## config.mk

```make
export PLATFORM = sky130hd
export DESIGN_NAME = bus_dp_top
export DESIGN_NICKNAME = d
export VERILOG_FILES = /design/src/rtl/bus_dp_pkg.sv /design/src/rtl/bus_dp_seq.sv /design/src/rtl/bus_dp_regbank.sv /design/src/rtl/bus_dp_bus.sv /design/src/rtl/bus_dp_accum.sv /design/src/rtl/bus_dp_top.sv
export SDC_FILE = /design/constraint.sdc
export NUM_CORES = 1
export LEC_CHECK = 0
export BUFFER_PORTS_ARGS = -buffer_cell sky130_fd_sc_hd__buf_4
export CORE_ASPECT_RATIO = 0.6
export CORE_MARGIN = 2
export CORE_UTILIZATION = 50
export DETAILED_ROUTE_END_ITERATION = 6
export PLACE_DENSITY = 0.7
export SLEW_MARGIN = 5
export SYNTH_ARGS = -nofsm -noshare
export SYNTH_HDL_FRONTEND = slang
export SYNTH_HIERARCHICAL = 1
export SYNTH_SLANG_ARGS = --single-unit
```

## constraint.sdc

```tcl
create_clock -name clk -period 3.8 [get_ports clk]
set_input_delay 0.38 -clock clk [delete_from_list [all_inputs] [get_ports clk]]
set_output_delay 0.38 -clock clk [all_outputs]
set_load 0.005 [all_outputs]
```

## src/rtl/bus_dp_pkg.sv

```systemverilog
package bus_dp_pkg;

   typedef enum logic [1:0] {
      OP_MOVE = 2'b00,
      OP_ADD  = 2'b01,
      OP_LOAD = 2'b10,
      OP_RSVD = 2'b11
   } op_e;

   typedef enum logic [2:0] {
      ST_IDLE = 3'd0,
      ST_ADD1 = 3'd1,
      ST_ADD2 = 3'd2,
      ST_ADD3 = 3'd3,
      ST_XFER = 3'd4
   } state_e;

endpackage

```

## src/rtl/bus_dp_seq.sv

```systemverilog
module bus_dp_seq
   import bus_dp_pkg::*;
#(
   parameter int AW = 3
) (
   input  logic          clk,
   input  logic          rst,
   input  logic          start,
   input  logic [1:0]    op_sel,
   input  logic [AW-1:0] dst_sel,
   input  logic [AW-1:0] src1_sel,
   input  logic [AW-1:0] src2_sel,
   output logic          accept,
   output logic          src_en,
   output logic [AW-1:0] src_idx,
   output logic          ext_oe,
   output logic          c_oe,
   output logic          a_ld,
   output logic          c_ld,
   output logic          dst_en,
   output logic [AW-1:0] dst_idx,
   output logic          busy,
   output logic          done
);

   state_e        state_q;
   op_e           op_q;
   logic [AW-1:0] dst_q, s1_q, s2_q;
   logic          last_step;

   // A start is taken only from idle, and never with the reserved code.
   assign accept = start && (state_q == ST_IDLE) && (op_e'(op_sel) != OP_RSVD);

   always_ff @(posedge clk) begin
      if (rst) begin
         state_q <= ST_IDLE;
         op_q    <= OP_MOVE;
         dst_q   <= '0;
         s1_q    <= '0;
         s2_q    <= '0;
         done    <= 1'b0;
      end else begin
         done <= last_step;
         if (accept) begin
            op_q  <= op_e'(op_sel);
            dst_q <= dst_sel;
            s1_q  <= src1_sel;
            s2_q  <= src2_sel;
         end
         unique case (state_q)
            ST_IDLE: if (accept) state_q <= (op_e'(op_sel) == OP_ADD) ? ST_ADD1 : ST_XFER;
            ST_ADD1: state_q <= ST_ADD2;
            ST_ADD2: state_q <= ST_ADD3;
            ST_ADD3: state_q <= ST_IDLE;
            ST_XFER: state_q <= ST_IDLE;
            default: state_q <= ST_IDLE;
         endcase
      end
   end

   always_comb begin
      last_step = (state_q == ST_ADD3) || (state_q == ST_XFER);
      busy      = (state_q != ST_IDLE);
      a_ld      = (state_q == ST_ADD1);
      c_ld      = (state_q == ST_ADD2);
      c_oe      = (state_q == ST_ADD3);
      ext_oe    = (state_q == ST_XFER) && (op_q == OP_LOAD);
      src_en    = (state_q == ST_ADD1) || (state_q == ST_ADD2)
                  || ((state_q == ST_XFER) && (op_q == OP_MOVE));
      src_idx   = (state_q == ST_ADD2) ? s2_q : s1_q;
      dst_en    = last_step;
      dst_idx   = dst_q;
   end

endmodule

```

## src/rtl/bus_dp_regbank.sv

```systemverilog
module bus_dp_regbank #(
   parameter int DW   = 16,
   parameter int NREG = 8,
   parameter int AW   = $clog2(NREG)
) (
   input  logic               clk,
   input  logic               rst,
   input  logic [NREG-1:0]    ld_oh,
   input  logic [DW-1:0]      bus,
   input  logic [AW-1:0]      peek_sel,
   output logic [DW-1:0]      peek_data,
   output logic [NREG*DW-1:0] q_flat
);

   for (genvar i = 0; i < NREG; i++) begin : g_reg
      logic [DW-1:0] q;
      always_ff @(posedge clk) begin
         if (rst)           q <= '0;
         else if (ld_oh[i]) q <= bus;
      end
      assign q_flat[i*DW +: DW] = q;
   end

   always_comb begin
      peek_data = '0;
      for (int k = 0; k < NREG; k++)
         if (peek_sel == AW'(k)) peek_data = q_flat[k*DW +: DW];
   end

endmodule

```

## src/rtl/bus_dp_bus.sv

```systemverilog
module bus_dp_bus #(
   parameter int DW   = 16,
   parameter int NREG = 8
) (
   input  logic [NREG*DW-1:0] reg_flat,
   input  logic [NREG-1:0]    reg_oe,
   input  logic [DW-1:0]      c_q,
   input  logic               c_oe,
   input  logic [DW-1:0]      ext_q,
   input  logic               ext_oe,
   output logic [DW-1:0]      bus
);

   // Gated AND-OR merge stands in for the tri-state drivers.
   logic [DW-1:0] term [NREG];

   for (genvar i = 0; i < NREG; i++) begin : g_term
      assign term[i] = reg_flat[i*DW +: DW] & {DW{reg_oe[i]}};
   end

   always_comb begin
      bus = (c_q & {DW{c_oe}}) | (ext_q & {DW{ext_oe}});
      for (int k = 0; k < NREG; k++) bus = bus | term[k];
   end

endmodule

```

## src/rtl/bus_dp_accum.sv

```systemverilog
module bus_dp_accum #(
   parameter int DW = 16
) (
   input  logic          clk,
   input  logic          rst,
   input  logic          a_ld,
   input  logic          c_ld,
   input  logic [DW-1:0] bus,
   output logic [DW-1:0] c_q
);

   logic [DW-1:0] a_q;

   always_ff @(posedge clk) begin
      if (rst) begin
         a_q <= '0;
         c_q <= '0;
      end else begin
         if (a_ld) a_q <= bus;
         if (c_ld) c_q <= a_q + bus;
      end
   end

endmodule

```

## src/rtl/bus_dp_top.sv

```systemverilog
module bus_dp_top #(
   parameter int DW   = 16,
   parameter int NREG = 8,
   parameter int AW   = $clog2(NREG)
) (
   input  logic          clk,
   input  logic          rst,
   input  logic          start,
   input  logic [1:0]    op_sel,
   input  logic [AW-1:0] dst_sel,
   input  logic [AW-1:0] src1_sel,
   input  logic [AW-1:0] src2_sel,
   input  logic [DW-1:0] ext_data,
   output logic          done,
   output logic          busy,
   input  logic [AW-1:0] peek_sel,
   output logic [DW-1:0] peek_data
);

   if (NREG < 2 || (NREG & (NREG - 1)) != 0) begin : g_bad_nreg
      $error("bus_dp_top: NREG must be a power of two, at least 2");
   end
   if (DW < 2) begin : g_bad_dw
      $error("bus_dp_top: DW must be at least 2");
   end
   if (AW != $clog2(NREG)) begin : g_bad_aw
      $error("bus_dp_top: AW must equal clog2(NREG)");
   end

   logic               accept, src_en, ext_oe, c_oe, a_ld, c_ld, dst_en;
   logic [AW-1:0]      src_idx, dst_idx;
   logic [NREG-1:0]    reg_oe_oh, reg_ld_oh;
   logic [NREG*DW-1:0] reg_flat;
   logic [DW-1:0]      bus, c_q, ext_q;

   bus_dp_seq #(.AW(AW)) i_seq (
      .clk, .rst, .start, .op_sel, .dst_sel, .src1_sel, .src2_sel,
      .accept, .src_en, .src_idx, .ext_oe, .c_oe, .a_ld, .c_ld,
      .dst_en, .dst_idx, .busy, .done
   );

   for (genvar i = 0; i < NREG; i++) begin : g_dec
      assign reg_oe_oh[i] = src_en && (src_idx == AW'(i));
      assign reg_ld_oh[i] = dst_en && (dst_idx == AW'(i));
   end

   always_ff @(posedge clk) begin
      if (rst)         ext_q <= '0;
      else if (accept) ext_q <= ext_data;
   end

   bus_dp_regbank #(.DW(DW), .NREG(NREG), .AW(AW)) i_regs (
      .clk, .rst, .ld_oh(reg_ld_oh), .bus, .peek_sel, .peek_data, .q_flat(reg_flat)
   );

   bus_dp_bus #(.DW(DW), .NREG(NREG)) i_bus (
      .reg_flat, .reg_oe(reg_oe_oh), .c_q, .c_oe, .ext_q, .ext_oe, .bus
   );

   bus_dp_accum #(.DW(DW)) i_acc (
      .clk, .rst, .a_ld, .c_ld, .bus, .c_q
   );

endmodule

```

Word level (Yosys, flattened, before mapping)
Index checks and enable logic that the tools add are counted.
Storage, ports and cells
  register bits: 191
  input bits: 33
  logic and storage cells: 107
Cells by class
  add/sub/neg operators: 1
  eq/ne operators: 29
  muxes and demuxes: 12
  bitwise logic cells: 19
  reduce and logical (&&, ||, !) cells: 29
Operators with widths (count)
  $and 16x16->16: 10
  $or 16x16->16: 9
  $mux 16: 8
  $eq 3x3->1 const B: 13
  $eq 3x2->1 const B: 8
  $logic_and 1x1->1: 20
  $add 16x16->16: 1
  $eq 3x1->1 const B: 4
  $logic_not 3->1: 4
  $mux 3: 3
  $pmux 3 s3: 1
  $ne 2x2->1 const B: 2
  $logic_or 1x1->1: 3
  $reduce_bool 3->1: 1
  $eq 2x1->1 const B: 1
  $eq 2x2->1 const B: 1
  $logic_not 2->1: 1

Logic depth before layout (Yosys ltp)
Gate-level depths: netlist (run 1).
  word-level depth: 14
  mapped depth: 18

Modules after synthesis
The synthesis (run 1) kept the hierarchy.
By module, submodules not included
  bus_dp_regbank: times used 1, cells an instance 582, area an instance 5597.9 um^2, sequential area each 2562.5 um^2
  bus_dp_accum: times used 1, cells an instance 222, area an instance 1971.9 um^2, sequential area each 640.6 um^2
  bus_dp_bus: times used 1, cells an instance 116, area an instance 923.4 um^2, sequential area each 0.0 um^2
  bus_dp_seq: times used 1, cells an instance 79, area an instance 733.2 um^2, sequential area each 300.3 um^2
  bus_dp_top: times used 1, cells an instance 78, area an instance 698.2 um^2, sequential area each 320.3 um^2

Worst setup path before layout (run 1)
OpenSTA, ideal clock, no wires.
  kind: register to register
  start point: reg i_seq.state_q[1]
  end point: reg i_acc.c_q[15]
  arrival: 3939 ps
  setup slack: -230 ps
  stages on the path, launching flop included: 18
  clock period less this slack: 4030 ps
  path through: dfxtp_1 buf_2 nor2b_1 nor2b_1 mux2_2 nand2_1 nor2_1 buf_6 buf_6 a22o_1 a221oi_2 nand4_1 ha_1 a21o_1 a31o_1 a311o_1 or3_1 a311oi_1
Between the ends
  elaborated cells on any way between the ends: 45
  classes of those cells: add/sub (1); eq/ne (11); mux (1); bitwise (19); reduce/logical (13)
RTL lines
  from (decl): line bus_dp_seq.sv:26  | state_e state_q;
  from (signal assigned): line bus_dp_seq.sv:51  | ST_IDLE: if (accept) state_q <= (op_e'(op_sel) == OP_ADD) ? ST_ADD1 : ST_XFER;
  $eq 3x2->1: line bus_dp_seq.sv:65  | c_ld = (state_q == ST_ADD2);
  via c_ld: line bus_dp_top.sv:30  | logic accept, src_en, ext_oe, c_oe, a_ld, c_ld, dst_en;
  $mux 3: line bus_dp_seq.sv:70  | src_idx = (state_q == ST_ADD2) ? s2_q : s1_q;
  via src_idx[2]: line bus_dp_top.sv:31  | logic [AW-1:0] src_idx, dst_idx;
  $eq 3x3->1: line bus_dp_top.sv:43  | assign reg_oe_oh[i] = src_en && (src_idx == AW'(i));
  $logic_and 1x1->1: line bus_dp_top.sv:43
  via reg_oe_oh[6]: line bus_dp_top.sv:32  | logic [NREG-1:0] reg_oe_oh, reg_ld_oh;
  $and 16x16->16: line bus_dp_bus.sv:18  | assign term[i] = reg_flat[i*DW +: DW] & {DW{reg_oe[i]}};
  $or 16x16->16 (2 in series): line bus_dp_bus.sv:23  | for (int k = 0; k < NREG; k++) bus = bus | term[k];
  via bus[8]: line bus_dp_top.sv:34  | logic [DW-1:0] bus, c_q, ext_q;
  $add 16x16->16: line bus_dp_accum.sv:20  | if (c_ld) c_q <= a_q + bus;
  to (signal assigned): line bus_dp_accum.sv:20
  to (decl): line bus_dp_accum.sv:9  | output logic [DW-1:0] c_q
The timed path passes the listed nets, and every way through them passes these cells.
A chain may end at the register's enable or synchronous reset.

Worst setup path after layout (run 1)
  start point: reg i_seq.state_q[1]
  end point: reg i_acc.c_q[10]
Between the ends
  elaborated cells on any way between the ends: 45
  classes of those cells: add/sub (1); eq/ne (11); mux (1); bitwise (19); reduce/logical (13)
RTL lines (line)
  $eq 3x2->1: bus_dp_seq.sv:65
  via c_ld: bus_dp_top.sv:30
  $mux 3: bus_dp_seq.sv:70
  via src_idx[0]: bus_dp_top.sv:31
  $eq 3x1->1: bus_dp_top.sv:43
  $logic_and 1x1->1: bus_dp_top.sv:43
  via reg_oe_oh[1]: bus_dp_top.sv:32
  $and 16x16->16: bus_dp_bus.sv:18
  $or 16x16->16 (7 in series): bus_dp_bus.sv:23
  via bus[0]: bus_dp_top.sv:34
  $add 16x16->16: bus_dp_accum.sv:20
The timed path passes the listed nets, and every way through them passes these cells.

==> impl.org, run 1 <==
** Worst setup path
- Crit-path leading delay family :: simple AND/OR/NAND/NOR gates
- Worst setup path startpoint :: i_seq/state_q[1]
- Number of buffers and inverters on the critical path :: 2
- Peak fanout along the critical path :: 7
- Worst r2r dst :: i_acc/c_q[10]
- The critical path goes through nor2b_4 -> nor2b_4 -> mux2_4 -> buf_6 -> nand2b_4 -> nor2_2 -> buf_4 -> a22oi_2 -> nand4_1 -> ha_2 -> fa_2 -> a21o_1 -> a21oi_2 -> a21oi_2 -> or3_1 -> a32o_1.
- Data on the critical path is required at its endpoint by 4.14 ns.
- The worst setup path is captured at a register.
- Beginning of the worst register-to-register path :: i_seq/state_q[1]
- Register-to-Register Path Depth :: 16
- Critical path class :: register to register
- For this run, the slowest stage of the critical path takes 0.40 ns.
- Setup slack, reg-to-reg :: -0.13 ns
- Among all stages on the critical path, the largest delay is contributed by sky130_fd_sc_hd__fa_2.
- STA classifies the critical path startpoint as a register.
- Arrival time of the worst setup path :: 4.27 ns

** Status
- The checks that failed: setup timing.
- The run finished, with violations left.

** STA
- RSZ-0062 raised after global routing :: true
- In the finished design, the share of the clock period the worst path needs comes to 1.03.
- For the pin with the worst max-slew slack, the measured transition is 1.04 ns.
- The count of pins over their slew limit is 0.
- Static timing analysis puts the maximum clock frequency at 254 MHz.
- The hold violation total from the final report came to 0.
- Measured against its own limit, the worst slew margin works out to 0.310.
- Setup-violating endpoint count in the final report :: 6
- Crit path setup slack, layout :: -0.129 ns
- Between clock sinks in the finished design, the worst skew comes to 0.0124 ns.
- Final hold slack :: 0.171 ns
- Min Tclk post-route :: 3.93 ns

** Placement
- I/O Buffers :: 50
- Setup slack at placement :: -0.344 ns
- Detailed placement ended at an HPWL of 21,300 um.
- At the end of routability-driven placement, the weighted congestion stood at 0.918.

** Logic synthesis
- After synthesis, the share of cell area in mux cells is 0.189.
- The most used flip-flop cell after synthesis is sky130_fd_sc_hd__dfxtp_1.
- Synthesized-area fraction occupied by adder cells :: 0.0209
- The share of the Yosys chip area taken by registers is 0.385.
- Summing every instance area after synthesis gives 0.00992 mm2.
- After synthesis, the cell types taking the most area are sky130_fd_sc_hd__dfxtp_1, sky130_fd_sc_hd__mux2i_1, sky130_fd_sc_hd__nor2_1.
- The average instance in the mapped netlist occupies 9.21 um2.
- Of the total synthesized cell area, the portion taken by AND, OR, NAND and NOR gates is 0.163.
- Counting flops with an async set or reset pin after synthesis yields a share of 0.
- Most frequent cells after synthesis :: sky130_fd_sc_hd__dfxtp_1, sky130_fd_sc_hd__nor2_1, sky130_fd_sc_hd__mux2i_1, sky130_fd_sc_hd__a22oi_1, sky130_fd_sc_hd__clkbuf_1
- Count of synthesis-stage warnings from yosys :: 6
- Number of enable-type register cells in the synthesized netlist :: 0
- The biggest area contributor in the post-synthesis netlist is sky130_fd_sc_hd__dfxtp_1.
- The share of synthesized area in the top cell type comes to 0.385.
- Among all cell types in the netlist, the one instantiated most often is sky130_fd_sc_hd__dfxtp_1.
- Counting every instance in the synthesized netlist gives 1,077.
- Yosys reg bits :: 191
- The share of the synthesized area in compound gates (AO/OA/AOI/OAI) came to 0.176.
- Counting every net in the synthesized netlist gives 1,126.
- Of the total synthesized cell area, the portion taken by XOR and XNOR cells is 0.00441.
- Unique masters post-synth :: 66
- Combinational family with the most area after synthesis :: multiplexers

** Routing
- Average detailed-routed wire length per instance :: 22.6 um
- Wires add up to 32,700 um.
- The first TritonRoute pass finished after 6 iterations.
- The count of nets left with antenna violations once routing finished came out at 0.
- The final route contains 8,934 vias.
- Violation count after the first detailed-routing iteration :: 1,256
- Post-route DRC :: 0
- Post-DR vias/cell :: 6.19

** Hold path
- Endpoint, Worst Hold :: ext_q[7]
- Hold Path Origin :: ext_data[7]
- Along the worst hold path, the cell count comes to 3.
- The worst hold path belongs to the class primary input to register.

** Layout
- Final layout net count :: 1,214
- 0 antenna diodes ended up in the layout.
- Area added between synthesis and finish :: 22.7%
- Of the cells placed in the final design, the portion with a size suffix greater than 1 is 0.256.

** Power
- Total power divided by cell area :: 374 mW/mm2
- The design draws 0.00456 W.
- Peak supply drop :: 0.332 mV
- The analysis attributes to cell leakage a power of 4.43 nW.

** Clock tree
- Clock tree synthesis inserted a total of 17 buffers.
- CTS clock-pin slew for the worst setup and hold paths :: 0.08 ns
- TritonCTS clock tree :: built
- Sinks on Clock Net :: 191
- The H-tree was split into 4 levels.
- Insertion delay of the later-clocked pin in the worst-skew pair :: 0.45 ns
- Clock Root Buffer :: sky130_fd_sc_hd__clkbuf_16
- Buffers from clock root to sink, at most :: 2

** Global route
- Via count of the first global-routing pass :: 8,228
- The first global-routing pass estimated 49,400 um of wire.
- Maximum number of pins on one net before global-route repair :: 132
- The number of antenna violations at the first check in global routing was 0.
- For this run the aggregate overflow at the end of global routing stands at 0.
- Total routing resource utilization after global routing :: 0.313

** Die
- In this run the count of I/O pins placed on the die edge is 51.
- In this run the vertical extent of the chip is 113 um.
- Die width :: 186 um
- The region available for standard cell placement spans 0.0192 mm2.
- The die covers 0.0210 mm2.
- The initialized floorplan defines 39 standard-cell rows.
- The initial utilization of the core area, before any placement, comes to 0.516.

** Run
- Max-cap violations in this run came to 0.
kinds of logic after synthesis:
| logic type | after synthesis |
|---|---|
| simple gates | 341 |
| compound gates | 229 |
| flops | 191 |
| mux | 184 |
| buf+inv | 111 |
| fa+ha+maj | 16 |
| xor+xnor | 5 |
registers in the layout, indices dropped and copies added, names as in the netlist:
signal / flops
i_seq/s2_q: 3
ext_q: 16
i_seq/op_q: 2
i_acc/a_q: 16
i_seq/s1_q: 3
i_acc/c_q: 16
i_regs/g.q: 128
i_seq/state_q: 3
i_seq/done: 1
i_seq/dst_idx: 3
layout make-up:
| cell class | instances | area, um2 |
|---|---|---|
| Sequential cell | 191 | 3830 |
| Clock inverter | 15 | 267 |
| Inverter | 5 | 18.8 |
| Fill cell | 1580 | 7050 |
| Multi-Input combinational cell | 775 | 5880 |
| Tap cell | 266 | 333 |
| Clock buffer | 17 | 425 |
| Timing Repair Buffer | 175 | 1430 |
worst max path at each step:
| stage | end | slack, ns | depth (start not counted) |
|---|---|---|---|
| detailed placement | i_acc/c_q[12] | -0.34 | 16 |
| global route | i_acc/c_q[10] | -0.25 | 16 |
| floorplan | i_acc/c_q[15] | 0.0005 | 17 |
| global placement | i_acc/c_q[12] | -0.26 | 16 |
| CTS | i_acc/c_q[13] | 0.0004 | 17 |
| finish | i_acc/c_q[10] | -0.13 | 16 |
worst reg2reg max path, cell delays in order (launching register included):
cell,delay (ns)
sky130_fd_sc_hd__dfxtp_2,0.33
sky130_fd_sc_hd__nor2b_4,0.14
sky130_fd_sc_hd__nor2b_4,0.23
sky130_fd_sc_hd__mux2_4,0.34
sky130_fd_sc_hd__buf_6,0.14
sky130_fd_sc_hd__nand2b_4,0.08
sky130_fd_sc_hd__nor2_2,0.07
sky130_fd_sc_hd__buf_4,0.19
sky130_fd_sc_hd__a22oi_2,0.19
sky130_fd_sc_hd__nand4_1,0.22
sky130_fd_sc_hd__ha_2,0.28
sky130_fd_sc_hd__fa_2,0.40
sky130_fd_sc_hd__a21o_1,0.24
sky130_fd_sc_hd__a21oi_2,0.25
sky130_fd_sc_hd__a21oi_2,0.11
sky130_fd_sc_hd__or3_1,0.38
sky130_fd_sc_hd__a32o_1,0.26
layer usage:
metal  GRT usage  wire, um  up-vias  part of all wire
met5           0         0        -                 0
met4      0.0819       631        0             0.019
met3       0.120      3990       54              0.12
met2       0.404     12500      494              0.38
met1       0.473     15500     4316              0.47
li1            -         -     4070                 -
power by group:
part | leakage (nW) | total (W) | switching [W] | internal [W]
sequential | 1.54 | 0.00205 | 0.0000273 | 0.00203
combinational | 2.54 | 0.000367 | 0.000219 | 0.000148
clock | 0.339 | 0.00214 | 0.000875 | 0.00126
placed cells by master, fill, tap and decap left out, types with 13 or more instances in the layout:
cell type | Yosys | final
sky130_fd_sc_hd__nor2_1 | 189 | 177
sky130_fd_sc_hd__a221oi_2 | 9 | 13
sky130_fd_sc_hd__nand4_1 | 18 | 18
sky130_fd_sc_hd__mux2i_1 | 176 | 176
sky130_fd_sc_hd__dfxtp_1 | 191 | 189
sky130_fd_sc_hd__a21oi_1 | 21 | 15
sky130_fd_sc_hd__a22oi_1 | 70 | 68
sky130_fd_sc_hd__nand2_1 | 37 | 35
sky130_fd_sc_hd__nor2b_1 | 29 | 26
sky130_fd_sc_hd__a31oi_1 | 15 | 15
sky130_fd_sc_hd__o21ai_0 | 25 | 22
sky130_fd_sc_hd__clkbuf_16 | 0 | 17
sky130_fd_sc_hd__a22o_1 | 30 | 30
sky130_fd_sc_hd__buf_4 | 3 | 158
sky130_fd_sc_hd__a211oi_1 | 15 | 15
metrics by stage:
stage / std cells / instance area (um2) / TNS (ns) / utilization
floorplan: 1077 / 9960 / 0 / -
global placement: 1380 / 10900 / -1.49 / 0.566
detailed placement: 1380 / 10900 / -2.17 / 0.566
CTS: 1424 / 11900 / 0 / 0.618
global route: 1444 / 12200 / -1.22 / 0.634
finish: 1444 / 12200 / -0.296 / 0.634
what timing repair did:
action / 4_1_cts / 5_1_grt
setup endpoints to repair: 11 / 11
hold buffers: 0 / 0
gates resized for setup: 40 / 35
buffers inserted: 12 / 21
pin swaps: 25 / 42
No activity file was read; power rests on OpenSTA's default activity.
==> inputs of run 2 (changes only) <==
- SKIP_LAST_GASP: default -> 1
==> impl.org, run 2 (synthesis results as in run 1) <==
** Power
- Leakage power :: 4.43 nW
- Switching power share of the total :: 0.247
- Dividing total power by cell area gives a power density of 372 mW/mm2.
- Design internal power :: 0.00344 W
- The worst-case IR drop observed on VDD is 0.332 mV.
- Psw :: 0.00112 W
- Clk pwr share :: 0.469
- Design Power :: 0.00456 W
- Sequential share of power :: 0.450
- Of the total power, combinational logic draws 0.081.

** Global route
- First-pass GRT wire length :: 49,300 um
- Entering global routing, the biggest net connects 132 pins.
- For this run, global-route usage on met2 was measured as 0.402.
- For this run the aggregate overflow at the end of global routing stands at 0.
- Peak-usage layer in the global routing report :: met1
- For met3 alone, demand over resource in global routing was 0.120.
- Via count of the first global-routing pass :: 8,215
- Met1 usage in global routing :: 0.473
- Across every metal layer, demand over resource in global routing totals 0.312.
- The number of antenna violations at the first check in global routing is 0.

** Run
- Max_cap viols :: 0

** Clock tree
- The clock reaches the later pin of the worst-skew pair after 0.45 ns.
- Post-CTS Hold Fix Bufs :: 0
- The number of clock buffers added by TritonCTS is 17.
- TritonCTS built the clock tree.
- CTS HTree Levels :: 4
- Buffers from clock root to sink, at most :: 2
- The cell sitting at the root of the clock tree is a sky130_fd_sc_hd__clkbuf_16.
- Sinks on Clock Net :: 191
- CTS clock-pin slew for the worst setup and hold paths :: 0.08 ns

** Die
- Count of pins on the block boundary :: 51
- In this run the core area contains 39 standard-cell rows.
- In this run the standard cell core region covers 0.0192 mm2.
- Die Outline Area :: 0.0210 mm2
- Die width :: 186 um
- The die is 113 um tall.
- The initial utilization of the core area, before any placement, comes to 0.516.

** Layout
- Final layout net count :: 1,214
- Of the cells placed in the final design, the portion with a size suffix greater than 1 is 0.266.
- For this run, the share of the core covered by cells in the final layout is 0.637.
- Flip-flop count of the largest register after layout :: 128
- The area growth from synthesis to layout is 23.4%.
- i_regs/g.q holds more flip-flops than any other register.
- Most common cell after layout, fill and taps aside :: sky130_fd_sc_hd__dfxtp_1
- 0 antenna diodes ended up in the layout.
- In the layout the commonest cells are sky130_fd_sc_hd__dfxtp_1, sky130_fd_sc_hd__nor2_1, sky130_fd_sc_hd__mux2i_1.

** Worst setup path
- The worst register-to-register path begins at i_seq/state_q[1].
- Largest stage delay, worst path :: 0.36 ns
- Of all nets on the critical path, the largest fanout is 4.
- Setup crit start kind :: register
- Crit-path slowest cell :: sky130_fd_sc_hd__or3_1
- Critical path class :: register to register
- The worst setup path is captured at a register.
- At the worst endpoint, the required time is 4.12 ns.
- Data arrives at the worst endpoint at 4.20 ns.
- Ordered cell list for the critical path :: nor2b_4 -> nor2b_4 -> mux2_4 -> nand2b_4 -> nor2_4 -> buf_4 -> buf_4 -> a22o_1 -> a221oi_2 -> nand4_1 -> ha_4 -> a21o_2 -> a31o_1 -> buf_6 -> and2_4 -> o211a_1 -> or3_1
- Worst setup path startpoint :: i_seq/state_q[1]

** STA
- Worst-case clock skew :: 0.0128 ns
- Static timing analysis puts the maximum clock frequency at 258 MHz.
- For the pin with the worst max-slew slack, the measured transition is 1.05 ns.
- Crit path setup slack, layout :: -0.0769 ns
- Fin. Hold Viols :: 0
- Subtracting the final worst setup slack from the clock period gives 3.88 ns.
- Relative slew margins :: 0.298
- Setup violations remaining at the end of the flow were counted as 5.
- Setup repair after global routing could not meet its margin everywhere.
- Dividing the final minimum period by the clock period gives 1.02.
- The count of pins over their slew limit is 0.

** Routing
- Using the TritonRoute via totals, the vias-per-cell ratio works out to 6.17.
- Violation count after the first detailed-routing iteration :: 1,298
- For this block, the routed nets add up to 32,700 um of wire.
- Summing over every cut layer, the via total after detailed routing is 8,913.
- First-pass iteration count of the detailed router :: 6
- Post-route DRC :: 0
- The detail route stage leaves a number of antenna-violating nets equal to 0.
- Average detailed-routed wire length per instance :: 22.6 um

** Hold path
- Worst min-delay path class :: primary input to register
- Hold Path Origin :: ext_data[4]

** Placement
- I/O Buffers :: 50
- At the end of routability-driven placement, the weighted congestion stood at 0.918.
- Setup slack at placement :: -0.344 ns
- Summed over all nets, the half-perimeter wirelength after detailed placement is 21,300 um.

** Status
- Failing checks :: setup timing
- The run finished, with violations left.
run 2: cell counts in the layout (fill, tap and decap cells not counted):
No cell type changed its count.
run 2: worst paths after layout:
check,end,slack [ns],depth (start not counted)
max,i_acc/c_q[12],-0.08,17
min,ext_q[4],0.17,3
max reg2reg,i_acc/c_q[12],-0.08,17
min reg2reg,i_seq/s2_q[1],0.46,2
run 2: power by group through the flow:
stage	clock (W)	sequential (W)	combinational, W
detailed placement	0	0.00210	0.000322
CTS	0.00215	0.00205	0.000344
finish	0.00214	0.00205	0.000368
floorplan	0	0.00208	0.000220
global placement	0	0.00210	0.000318
global route	0.00223	0.00205	0.000388
run 2: repair_timing:
action,in CTS,in global routing
pin swaps,24,49
setup endpoints to repair,11,11
buffers inserted,12,21
resized for setup,39,57
run 2: worst max-delay path: cells and delay by family, from the launching register on:
kind	cells	cell delay [ns]
multiplexers	1	0.35
adder cells (fa/ha/maj)	1	0.28
AO/OA/AOI/OAI	5	1.00
AND/OR/NAND/NOR	7	1.36
buffers and inverters	3	0.43
flip-flops	1	0.33
run 2: area by class of cell:
type | instances | area, um2
flip-flops and latches | 191 | 3830
clock inverters | 15 | 267
clock buffers | 17 | 425
multi-input cells | 775 | 5940
fillers | 1572 | 6980
inverters | 5 | 21.3
well taps | 266 | 333
repair buffers | 175 | 1440
run 2: stage by stage:
stage	instance area, um2	setup TNS (ns)	hold slack (ns)	cells
detailed placement	10900	-2.17	0.447	1380
global placement	10900	-1.49	0.446	1380
floorplan	9960	0	0.431	1077
CTS	11900	-0.0478	0.160	1424
finish	12300	-0.183	0.170	1444
global route	12300	-0.685	0.171	1444
run 2: metal layers:
metal  vias up  routed length [um]  part of all wire
li1       4075                   -                 -
met1      4273               15400              0.47
met2       517               12600              0.39
met3        48                4170              0.13
met4         0                 569             0.017
met5         -                   0                 0
==> inputs of run 3 (changes only) <==
- CORE_ASPECT_RATIO: 0.6 -> 1.75
- clock period: 3.8 -> 3.3 ns (I/O delays scaled with it)
==> impl.org, run 3 (synthesis results as in run 1) <==
** Status
- The run finished, with violations left.
- The final reports fail on setup timing.

** STA
- In the post-route analysis, the smallest setup slack over all paths is -0.486 ns.
- Worst-case clock skew :: 0.0163 ns
- Min Tclk post-route :: 3.79 ns
- RSZ-0062 raised after global routing :: true
- The count of pins over their slew limit is 0.
- Final hold slack :: 0.103 ns
- In the finished design, the share of the clock period the worst path needs comes to 1.15.
- Achievable Freq :: 264 MHz
- Fin. Hold Viols :: 0
- Setup-violating endpoint count in the final report :: 11
- Relative slew margins :: 0.496
- At the pin with the least slew margin, the transition time is 0.756 ns.

** Routing
- Average detailed-routed wire length per instance :: 22.5 um
- Number of antenna-violating nets in the routed design :: 0
- For this run, design rule violations remaining after detail routing come to 0.
- Violation count after the first detailed-routing iteration :: 728
- For this run, the detailed router's first-pass iteration total came to 6.
- Dividing the detail-routed via count by the number of cells gives 6.31.
- Summed over all layers, the routed wires come to 32,100 um.
- Routed via count :: 8,995

** Die
- Initial Utilization :: 0.507
- The die is 190 um tall.
- The total area inside the core boundary comes to 0.0196 mm2.
- Number of placement rows :: 68
- Die Outline Area :: 0.0210 mm2
- Die width :: 111 um
- 51 I/O pins were placed.

** Placement
- I/O Buffers :: 50
- The HPWL after detailed placement is 20,300 um.
- Routability-driven placement congestion ratio :: 0.952
- Setup slack at placement :: -0.467 ns
- Summing all placed instances gives a cell area of 0.0111 mm2.
- Inst Count DP :: 1,366

** Layout
- Flip-flop count of the largest register after layout :: 128
- The net count of the finished layout is 1,216.
- Highest-count cells in the layout ignoring fill and taps :: sky130_fd_sc_hd__dfxtp_1, sky130_fd_sc_hd__nor2_1, sky130_fd_sc_hd__mux2i_1
- In the final layout, the multi-input gates occupy 0.00595 mm2.
- Area added between synthesis and finish :: 22.9%
- The filler cells instantiated in the layout total 1,649.
- In the final layout, the share of cells above drive strength 1 is 0.263.
- In the final layout, flip-flops and latches occupy 0.00383 mm2.
- Leaving out fill and tap cells, the most frequent cell in the layout is sky130_fd_sc_hd__dfxtp_1.
- The finished layout holds 1,425 standard cells, fillers aside.
- For this run, the share of the core covered by cells in the final layout is 0.623.
- The repair_antennas step left the layout with diodes totalling 0.
- Biggest register :: i_regs/g.q
- Post-route design area :: 0.0122 mm2

** Power
- The share of total power dissipated in combinational logic is 0.085.
- VDD sags by at most 0.332 mV.
- In this run the power density over the cells is 406 mW/mm2.
- Sequential share of power :: 0.476
- Leakage power :: 4.40 nW
- Design internal power :: 0.00367 W
- Psw :: 0.00129 W
- Of the total power, the clock network draws 0.439.
- Switching power share of the total :: 0.260

** Global route
- Entering global routing, the biggest net connects 98 pins.
- Via count of the first global-routing pass :: 8,768
- Total routing resource utilization after global routing :: 0.294
- The first global-routing pass estimated 48,300 um of wire.
- The number of antenna violations at the first check in global routing was 1.
- Global-route congestion overflow total :: 0

** Clock tree
- The tree built by TritonCTS fans out to 191 sinks.
- Clock latency on the worst-skew pair, taken at its later pin, is 0.46 ns.
- In this run, CTS created clock tree buffers numbering 17.
- The H-tree was split into 4 levels.
- After clock tree synthesis, the clock-pin slew on the worst setup and hold paths is 0.08 ns.
- In this run, post-CTS hold repair placed 0 buffers.
- The clock passes through at most 2 buffers.
- TritonCTS built the clock tree.
- The cell sitting at the root of the clock tree is a sky130_fd_sc_hd__clkbuf_16.

** Worst setup path
- STA puts the critical path data arrival time at 4.13 ns.
- By instance count, the cell type seen most on the critical path is sky130_fd_sc_hd__nor2b_4.
- Ordered cell list for the critical path :: nor2b_4 -> nor2b_4 -> buf_6 -> mux2_4 -> nand2b_4 -> nor2_4 -> a22o_1 -> a221oi_4 -> nand4_1 -> ha_4 -> fa_2 -> a21o_4 -> a21oi_4 -> a21oi_2 -> or3_1 -> a32o_1
- On the worst path, the slowest cell contributes a delay of 0.38 ns.
- The worst setup path is launched from a register.
- Peak fanout along the critical path :: 6
- Crit-path slowest cell :: sky130_fd_sc_hd__fa_2
- The worst setup path is captured at a register.
- STA puts the critical path data required time at 3.65 ns.
- Critical path class :: register to register

** Run
- Max-cap violations in this run came to 0.

** Hold path
- Worst min-delay path class :: primary input to register
-- run 3: cell types whose count changed in the layout (fill, tap and decap cells not counted), moves of 2 or more --
cell                         delta
sky130_fd_sc_hd__buf_6          -8
sky130_fd_sc_hd__buf_4          +4
sky130_fd_sc_hd__bufinv_16      -4
sky130_fd_sc_hd__buf_12         +3
sky130_fd_sc_hd__clkinvlp_4     +3
sky130_fd_sc_hd__a21oi_2        +2
sky130_fd_sc_hd__a221oi_4       +2
sky130_fd_sc_hd__and2_4         -2
sky130_fd_sc_hd__buf_8          +2
sky130_fd_sc_hd__ha_1           +2
sky130_fd_sc_hd__ha_2           -2
sky130_fd_sc_hd__o311ai_0       -2
sky130_fd_sc_hd__o311ai_1       +2
-- run 3: layer usage --
| metal | track usage | vias up | part of all wire |
|---|---|---|---|
| li1 | - | 4076 | - |
| met1 | 0.349 | 4343 | 0.39 |
| met2 | 0.499 | 456 | 0.48 |
| met3 | 0.0537 | 118 | 0.074 |
| met4 | 0.165 | 2 | 0.053 |
| met5 | 0 | - | 0.00034 |
-- run 3: worst paths after layout --
check                        start            end  slack (ns)  depth (start not counted)
hold / removal         ext_data[2]       ext_q[2]        0.10                          3
setup reg to reg  i_seq/state_q[1]  i_acc/c_q[10]       -0.49                         16
hold reg to reg      i_seq/s1_q[1]  i_seq/s1_q[1]        0.47                          2
setup / recovery  i_seq/state_q[1]  i_acc/c_q[10]       -0.49                         16
-- run 3: what timing repair did --
item | CTS | global route
buffers inserted | 29 | 6
pin swaps | 29 | 30
gates cloned | 0 | 1
setup endpoints to repair | 13 | 22
resized for setup | 32 | 29
-- run 3: cell type report --
| cell class | instances | area share |
|---|---|---|
| Timing Repair Buffer | 177 | 0.122 |
| Clock buffer | 18 | 0.0360 |
| Multi-Input combinational cell | 775 | 0.487 |
| Clock inverter | 14 | 0.0140 |
| Tap cell | 245 | 0.0251 |
| Sequential cell | 191 | 0.314 |
| Inverter | 5 | 0.00154 |
-- run 3: power by group through the flow --
| stage | Sequential (W) | Clock (W) | Combinational [W] |
|---|---|---|---|
| after floorplan | 0.00240 | 0 | 0.000258 |
| after global routing | 0.00236 | 0.00228 | 0.000444 |
| after detailed placement | 0.00241 | 0 | 0.000395 |
| final | 0.00236 | 0.00218 | 0.000422 |
| after global placement | 0.00241 | 0 | 0.000391 |
| after CTS | 0.00236 | 0.00219 | 0.000404 |
-- run 3: metrics by stage --
step	TNS [ns]	total power (W)
global route	-5.48	0.00509
CTS	-6.72	0.00495
detailed placement	-4.04	0.00281
finish	-3.63	0.00496
floorplan	-1.31	0.00266
global placement	-3.46	0.00280
-- run 3: worst max-delay path: cells and delay by family (launching register included) --
kind | cells | cell delay [ns]
flops | 1 | 0.33
buf+inv | 1 | 0.12
simple gates | 6 | 1.10
mux | 1 | 0.32
compound gates | 6 | 1.19
fa+ha+maj | 2 | 0.62
